`src/rtl/lut_cell_pkg.sv`:
```
package lut_cell_pkg;
  typedef enum logic [2:0] {
    MODE_LUT6     = 3'd0,
    MODE_LUT5X2   = 3'd1,
    MODE_RAM64    = 3'd2,
    MODE_RAM32X2  = 3'd3,
    MODE_SHIFT32  = 3'd4,
    MODE_SHIFT16X2 = 3'd5,
    MODE_SPARE6   = 3'd6,
    MODE_SPARE7   = 3'd7
  } cell_mode_e;
endpackage

```
`src/rtl/lut_cell_store.sv`:
```
module lut_cell_store
  import lut_cell_pkg::*;
#(
  parameter int ADDR_W = 6
) (
  input  logic                      clk,
  input  logic                      rst_n,
  input  cell_mode_e                mode,
  input  logic [ADDR_W-1:0]         addr,
  input  logic [1:0]                wdata,
  input  logic                      wr_en,
  input  logic                      shift_en,
  input  logic                      cascade_en,
  output logic [(1<<ADDR_W)-1:0]    bits
);
  localparam int DEPTH   = 1 << ADDR_W;
  localparam int HALF    = DEPTH / 2;
  localparam int SEG     = HALF / 2;
  localparam int HALF_AW = ADDR_W - 1;

  logic [DEPTH-1:0] nxt;
  logic             upper_feed;

  assign upper_feed = cascade_en ? bits[SEG-1] : wdata[1];

  always_comb begin
    nxt = bits;
    case (mode)
      MODE_SHIFT32: begin
        if (shift_en) nxt[HALF-1:0] = {bits[HALF-2:0], wdata[0]};
      end
      MODE_SHIFT16X2: begin
        if (shift_en) begin
          nxt[SEG-1:0]           = {bits[SEG-2:0], wdata[0]};
          nxt[HALF+SEG-1:HALF]   = {bits[HALF+SEG-2:HALF], upper_feed};
        end
      end
      MODE_LUT5X2, MODE_RAM32X2: begin
        if (wr_en) begin
          nxt[{1'b0, addr[HALF_AW-1:0]}] = wdata[0];
          nxt[{1'b1, addr[HALF_AW-1:0]}] = wdata[1];
        end
      end
      default: begin
        if (wr_en) nxt[addr] = wdata[0];
      end
    endcase
  end

  always_ff @(posedge clk) bits <= nxt;

  AST_RAM_WRITE: assert property (@(posedge clk) disable iff (!rst_n)
    (wr_en && mode == MODE_RAM64) |=> bits[$past(addr)] == $past(wdata[0]));
  AST_PAIR_WRITE: assert property (@(posedge clk) disable iff (!rst_n)
    (wr_en && mode == MODE_RAM32X2) |=>
      bits[{1'b1, $past(addr[HALF_AW-1:0])}] == $past(wdata[1]));
  AST_SHIFT_ADVANCE: assert property (@(posedge clk) disable iff (!rst_n)
    (shift_en && mode == MODE_SHIFT32) |=>
      (bits[1] == $past(bits[0]) && bits[0] == $past(wdata[0])));
  AST_UPPER_UNTOUCHED: assert property (@(posedge clk) disable iff (!rst_n)
    (mode == MODE_SHIFT32) |=> $stable(bits[DEPTH-1:HALF]));
  AST_CASCADE_FEED: assert property (@(posedge clk) disable iff (!rst_n)
    (shift_en && cascade_en && mode == MODE_SHIFT16X2) |=> bits[HALF] == $past(bits[SEG-1]));
  AST_SHIFT_HOLD: assert property (@(posedge clk) disable iff (!rst_n)
    (!shift_en && (mode == MODE_SHIFT32 || mode == MODE_SHIFT16X2)) |=> $stable(bits));
  AST_NO_STRAY_SHIFT: assert property (@(posedge clk) disable iff (!rst_n)
    (!wr_en && (mode == MODE_RAM64 || mode == MODE_LUT6)) |=> $stable(bits));
endmodule

```
`src/rtl/lut_cell_read.sv`:
```
module lut_cell_read
  import lut_cell_pkg::*;
#(
  parameter int ADDR_W = 6
) (
  input  cell_mode_e                mode,
  input  logic [ADDR_W-1:0]         addr,
  input  logic [(1<<ADDR_W)-1:0]    bits,
  output logic                      main_c,
  output logic                      aux_c
);
  localparam int DEPTH   = 1 << ADDR_W;
  localparam int HALF    = DEPTH / 2;
  localparam int HALF_AW = ADDR_W - 1;
  localparam int SEG_AW  = ADDR_W - 2;

  logic [HALF_AW-1:0] a_half;
  logic [SEG_AW-1:0]  a_seg;

  assign a_half = addr[HALF_AW-1:0];
  assign a_seg  = addr[SEG_AW-1:0];

  always_comb begin
    case (mode)
      MODE_LUT5X2, MODE_RAM32X2: begin
        main_c = bits[{1'b1, a_half}];
        aux_c  = bits[{1'b0, a_half}];
      end
      MODE_SHIFT32: begin
        main_c = bits[{1'b0, a_half}];
        aux_c  = bits[HALF-1];
      end
      MODE_SHIFT16X2: begin
        main_c = bits[{2'b10, a_seg}];
        aux_c  = bits[{2'b00, a_seg}];
      end
      default: begin
        main_c = bits[addr];
        aux_c  = bits[{1'b0, a_half}];
      end
    endcase
  end
endmodule

```
`src/rtl/lut_cell_outreg.sv`:
```
module lut_cell_outreg (
  input  logic clk,
  input  logic rst_n,
  input  logic use_reg,
  input  logic d,
  output logic q
);
  logic flop;

  always_ff @(posedge clk or negedge rst_n) begin
    if (!rst_n) flop <= 1'b0;
    else        flop <= d;
  end

  assign q = use_reg ? flop : d;

  AST_RESET_CLEAR: assert property (@(posedge clk)
    (!rst_n && use_reg) |-> !q);
endmodule

```
`src/rtl/lut_cell.sv`:
```
module lut_cell
  import lut_cell_pkg::*;
#(
  parameter int ADDR_W = 6
) (
  input  logic              clk,
  input  logic              rst_n,
  input  logic [2:0]        mode_sel,
  input  logic [ADDR_W-1:0] addr,
  input  logic [1:0]        wdata,
  input  logic              wr_en,
  input  logic              shift_en,
  input  logic              cascade_en,
  input  logic              reg_main,
  input  logic              reg_aux,
  output logic              out_main,
  output logic              out_aux
);
  localparam int DEPTH = 1 << ADDR_W;
  localparam int N_OUT = 2;

  cell_mode_e        mode;
  logic [DEPTH-1:0]  bits;
  logic [N_OUT-1:0]  comb_v, sel_v, out_v;

  assign mode = cell_mode_e'(mode_sel);

  lut_cell_store #(.ADDR_W(ADDR_W)) u_store (
    .clk(clk), .rst_n(rst_n), .mode(mode), .addr(addr), .wdata(wdata),
    .wr_en(wr_en), .shift_en(shift_en), .cascade_en(cascade_en), .bits(bits)
  );

  lut_cell_read #(.ADDR_W(ADDR_W)) u_read (
    .mode(mode), .addr(addr), .bits(bits), .main_c(comb_v[0]), .aux_c(comb_v[1])
  );

  assign sel_v = {reg_aux, reg_main};

  for (genvar i = 0; i < N_OUT; i++) begin : g_out
    lut_cell_outreg u_oreg (
      .clk(clk), .rst_n(rst_n), .use_reg(sel_v[i]), .d(comb_v[i]), .q(out_v[i])
    );
  end

  assign out_main = out_v[0];
  assign out_aux  = out_v[1];

  AST_MODE_KEEPS_DATA: assert property (@(posedge clk) disable iff (!rst_n)
    (!wr_en && !shift_en) |=> $stable(bits));
endmodule

```
`config.mk`:
```
export PLATFORM = sky130hd
export DESIGN_NAME = lut_cell
export DESIGN_NICKNAME = d
export VERILOG_FILES = /design/src/rtl/lut_cell_pkg.sv /design/src/rtl/lut_cell_store.sv /design/src/rtl/lut_cell_read.sv /design/src/rtl/lut_cell_outreg.sv /design/src/rtl/lut_cell.sv
export SDC_FILE = /design/constraint.sdc
export NUM_CORES = 1
export LEC_CHECK = 0
export BUFFER_PORTS_ARGS = -buffer_cell sky130_fd_sc_hd__buf_2
export CORE_UTILIZATION = 50
export CTS_CLUSTER_SIZE = 24
export DETAILED_ROUTE_END_ITERATION = 16
export PLACE_DENSITY = 0.67
export SYNTH_ARGS = -nofsm -noshare
export SYNTH_HDL_FRONTEND = slang
export SYNTH_HIERARCHICAL = 1
export SYNTH_SLANG_ARGS = --single-unit
```
`constraint.sdc`:
```
create_clock -name clk -period 3.6 [get_ports clk]
set_clock_uncertainty 0.15 [all_clocks]
set_input_delay 0.72 -clock clk [delete_from_list [all_inputs] [get_ports clk]]
set_output_delay 0.72 -clock clk [all_outputs]
set_load 0.1 [all_outputs]
```
; Yosys cells after proc, flatten, opt, wreduce, memory -nomap -nowiden
; Cells that the tools add are included.
; Widths: inputs -> output; s select.
[totals]
reg_bits = 66
ramBits = 0
word_cells = 69
romBits = 0
n_memories = 0
output_inout_bits = 2
latchBits = 0
[classes]
div_mod_pow = 0
n_reduce_logical = 12
n_mux = 33
n_addsub = 0
multipliers = 0
n_bitwise = 3
shift = 0
n_eq_ne = 7
magnitude_cmp = 8
[op_table]
columns = cell, count
row1 = $bwmux 64, 3
row2 = $pmux 16 s3, 3
row3 = $mux 64, 2
row4 = $mux 16, 2
row5 = $mux 32, 1
row6 = $pmux 16 s2, 1
row7 = $lt 6x7->1 const B, 3
row8 = $ge 6x1->1 const B, 2
row9 = $reduce_and 4->1, 3
row10 = $mux 1, 11
row11 = $bmux 1 s5, 2
row12 = $demux 1 s5, 2
row13 = $bmux 1 s4, 2
row14 = $lt 4x7->1 const B, 1
row15 = $lt 5x7->1 const B, 1
row16 = $bmux 1 s6, 1
row17 = $demux 1 s6, 1
row18 = $eq 3x3->1 const B, 2
row19 = $ne 2x2->1 const B, 3
row20 = $ge 5x1->1 const B, 1
row21 = $reduce_bool 2->1, 2
row22 = $reduce_or 2->1, 2
row23 = $eq 3x1->1 const B, 1
row24 = $eq 3x2->1 const B, 1
row25 = 6 further kinds, 10

; Depth between registers and ports, before layout
[depth]
word_depth = 8
ltp_mapped = 8
ltp_nobuf = 6

; Cells and area by module
; Netlist, hierarchy kept.
[modules_own_cells]
columns = mod, area_per_inst_um2, instances, seq_area_each_um2, cells_each
row1 = lut_cell_store, 4047.6, 1, 1921.8, 441
row2 = lut_cell_read, 683.2, 1, 0.0, 71
row3 = lut_cell_outreg, 40.0, 2, 25.0, 2

; Worst setup path after synthesis
; No wires, ideal clock.
[synth_path]
path_kind = input port to output port
startpoint = input addr[2]
endpoint = output out_main
t_arrival_ns = 2.422
setup_slack_ns = 0.308
required_time_ns = 2.730
n_path_buf = 1
path_stages = 7
cell_sequence = buf_6 -> mux4_2 -> mux2i_1 -> nor3_1 -> o41ai_2 -> o211ai_1 -> mux2_4
[synth_via]
elab_chain_len = 4
elab_cells_between_ends = 10
classes_between = 10 x mux
[synth_rtl]
columns = element, line
row1 = "start, declared", lut_cell.sv:9  ; input logic [ADDR_W-1:0] addr,
row2 = $bmux 1 s6 (tied with other cells), lut_cell_read.sv:38  ; main_c = bits[addr];
row3 = "$mux 1, on equally long branches", -
row4 = $pmux 1 s3 *, lut_cell_read.sv:24  ; case (mode)
row5 = via comb_v[0], lut_cell.sv:24  ; logic [N_OUT-1:0] comb_v, sel_v, out_v;
row6 = $mux 1 *, lut_cell_outreg.sv:15  ; assign q = use_reg ? flop : d;
row7 = "end, declared", lut_cell.sv:16  ; output logic out_main,
; The timed path passes the listed nets; every way through them passes the cells marked *. The select of a mux whose other input is x is not followed.

; Worst setup path in the final report
[layout_path]
startpoint = input addr[3]
endpoint = output out_main
; The elaborated chain is that of the path after synthesis.

==> flow_summary.json <==
{
  "ant_nets": 0,
  "setup_viol": 0,
  "clk_pin_slew_worst_paths_ns": 0.07,
  "worstPathCellList": "buf_4, mux4_2, mux2i_2, nor3b_2, o41ai_2, o211ai_1, mux2_4, buf_12",
  "final_util_pct": 57.5,
  "rsz0062_at_grt": "false",
  "grt_pass1_vias": 3949,
  "layout-drive-gt1-share_pct": 17.3,
  "start_util_pct": 51.8,
  "crit_arrival_ns": 2.68,
  "routed_wl_um": 14700,
  "drt_first_pass_iters": 6,
  "async_reset_ff_share_pct": 3.03,
  "synth_nets": 534,
  "max_stage_delay_ns": 0.51,
  "fillers": 848,
  "p_int_uw": 1440,
  "grt_pass1_wl_um": 22400,
  "final_common_cell": "nor2_1",
  "place_congestion": 1.01,
  "p_per_area_nw_per_um2": 379,
  "clkPwrFrac_pct": 35.2,
  "clock_latency_ns": 0.35,
  "hold_viol": 0,
  "yosysWarnings": 6,
  "antenna_found_initial": 0,
  "seqPwrFrac_pct": 44.9,
  "worstSetupStartpointType": "input port",
  "avgSynthCellArea_um2": 9.32,
  "p_leak_uw": 0.00173,
  "tightestPinTransition_ns": 0.844,
  "cpMaxStageDelayCell": "mux4_2",
  "crit_path_max_fanout": 3,
  "max-vdd-ir-drop_v": 0.000184,
  "synthTopCellsByArea": "edfxtp_1 40%, nor2_1 7.2%, a32oi_1 7.1%, o21a_1 5.3%, mux4_2 4.7%",
  "synthCells": 516,
  "yosys.area.top_type": "edfxtp_1",
  "drtIter0Drc": 629,
  "layout_common_cells": "92 x nor2_1, 64 x edfxtp_1, 44 x o21ai_0",
  "synth_edf_count": 64,
  "ctsHtreeMaxLevel": 3,
  "hp-class": "register to register",
  "min_period_ns": 3.55,
  "place_area_um2": 5060,
  "status": "finished, final reports clean",
  "ys_seq_area_share_pct": 41.0,
  "io_pins": 20,
  "die_h_um": 100,
  "multi_input_comb_area_um2": 2620,
  "post-route-period-util_pct": 98.7,
  "fmax_mhz": 282,
  "regArea_um2": 1970,
  "cp_data_required_time_ns": 2.73,
  "combPwrFrac_pct": 19.9,
  "final_nets": 545,
  "fin_area_um2": 5340,
  "io_buffers": 19,
  "syn_to_final_growth_pct": 10.9,
  "switching_share_pct": 28.8,
  "die_w_um": 100,
  "crit_type": "input port to output port",
  "track_usage_pct": 29.8,
  "final_max_slew_viol_count": 0,
  "clockBufferDepth": 2,
  "cts_tree": "yes",
  "root_buffer": "clkbuf_8",
  "end_kind": "output port",
  "maxCapViolCount": 0,
  "netlist.area_leader.share_pct": 39.9,
  "overflow": 0,
  "core-area_um2": 9280,
  "wl_per_cell_um": 22.2,
  "viasPerCell": 6.74,
  "p_sw_uw": 583,
  "synth-seq-cells": 66,
  "n_antenna_cell": 0,
  "grt_max_degree": 26,
  "relSlewSlack_pct": 43.7,
  "vias": 4454,
  "hpwl_um": 10400,
  "cts_made_buffers": 9,
  "die_area_um2": 10000,
  "std_cell_rows": 35,
  "clock_sinks": 66,
  "remaining_drc_errors": 0,
  "netlist_area_um2": 4810,
  "ys_types": 47,
  "ys.flop_type": "edfxtp_1"
}
[path summary, 6_finish.rpt]
kind                                       startpoint                              to  slack, ns  cells past startpoint
setup / recovery                              addr[3]                        out_main       0.05                      8
hold / removal             u_store/bits[38]$_DFFE_PP_      u_store/bits[39]$_DFFE_PP_       0.46                      2
setup reg to reg           u_store/bits[15]$_DFFE_PP_  g_out[0].u_oreg/flop$_DFF_PN0_       1.47                      5
hold reg to reg            u_store/bits[38]$_DFFE_PP_      u_store/bits[39]$_DFFE_PP_       0.46                      2
max in group asynchronous                       rst_n  g_out[1].u_oreg/flop$_DFF_PN0_       2.68                      2
min in group asynchronous                       rst_n  g_out[0].u_oreg/flop$_DFF_PN0_       0.52                      2
[flip-flops by register name (all words and copies together) (netlist names)]
register,count
u_store/bits,64
g_out.u_oreg/flop,2
[kinds of logic (layout without fill, tap and decap cells)]
kind of cell | count (synthesis) | in the layout | share of synthesized area (%)
buffers and inverters | 49 | 65 | 5.07
AND/OR/NAND/NOR | 189 | 189 | 18.7
flip-flops | 66 | 66 | 41.0
multiplexers | 33 | 33 | 9.86
AO/OA/AOI/OAI | 179 | 179 | 25.4
[routing by layer]
layer  part of all wire (%)  vias to the layer above  GRT usage, %
li1                       -                     1988             -
met5                      0                        -             0
met1                     42                     2127          44.4
met2                     43                      311          44.1
met4                    2.1                        0          9.25
met3                     12                       28          5.43
[critical path: cells and delay by family]
family / cells / cell delay [ns]
simple gates: 1 / 0.09
buf+inv: 2 / 0.29
compound gates: 2 / 0.54
mux: 3 / 1.03
[synthesized netlist by cell type (5+ instances only)]
cell and number:
edfxtp_1 64, a22oi_1 8, a31oi_1 8, nand2b_1 9, buf_4 5, buf_2 21
o22ai_1 6, mux2i_1 14, a32oi_1 39, o21ai_0 44, nor3_1 14, o21a_1 34
a21oi_1 22, clkbuf_1 17, nor2_1 92, nand2_1 40, nor2b_1 12, mux4_2 10
[repair_timing]
item / CTS / global route
gates resized for setup: 3 / 11
hold buffers: 1 / 0
buffers inserted: 0 / 1
cloned: 0 / 0
endpoints found under the hold margin: 2 / 0
setup endpoints to repair: 1 / 2
pin swaps: 0 / 3
[area by class of cell]
type / instances / share of cell area, %
Inverter: 2 / 0.141
Multi-Input combinational cell: 401 / 49.0
Clock buffer: 11 / 2.65
Clock inverter: 5 / 1.45
Timing Repair Buffer: 47 / 6.75
Sequential cell: 66 / 36.9
Tap cell: 129 / 3.02
[per-stage QoR]
stage | hold WS (ns) | setup TNS (ns) | instances | setup WS (ns) | total power (µW)
global route | 0.489 | 0 | 661 | 0.0100 | 2080
detailed placement | 0.360 | -0.0327 | 643 | -0.0327 | 1310
floorplan | 0.274 | 0 | 516 | 0.308 | 1190
finish | 0.460 | 0 | 661 | 0.0480 | 2020
CTS | 0.463 | 0 | 660 | 0.0100 | 2020
global placement | 0.356 | -0.0391 | 643 | -0.0391 | 1300
[power groups by stage]
stage | sequential [µW] | combinational [µW] | clock, µW
floorplan | 910 | 277 | 0
global placement | 925 | 378 | 0
detailed placement | 925 | 384 | 0
CTS | 907 | 388 | 724
global route | 910 | 426 | 746
finish | 908 | 401 | 711
(Power assumes the default switching activity.)
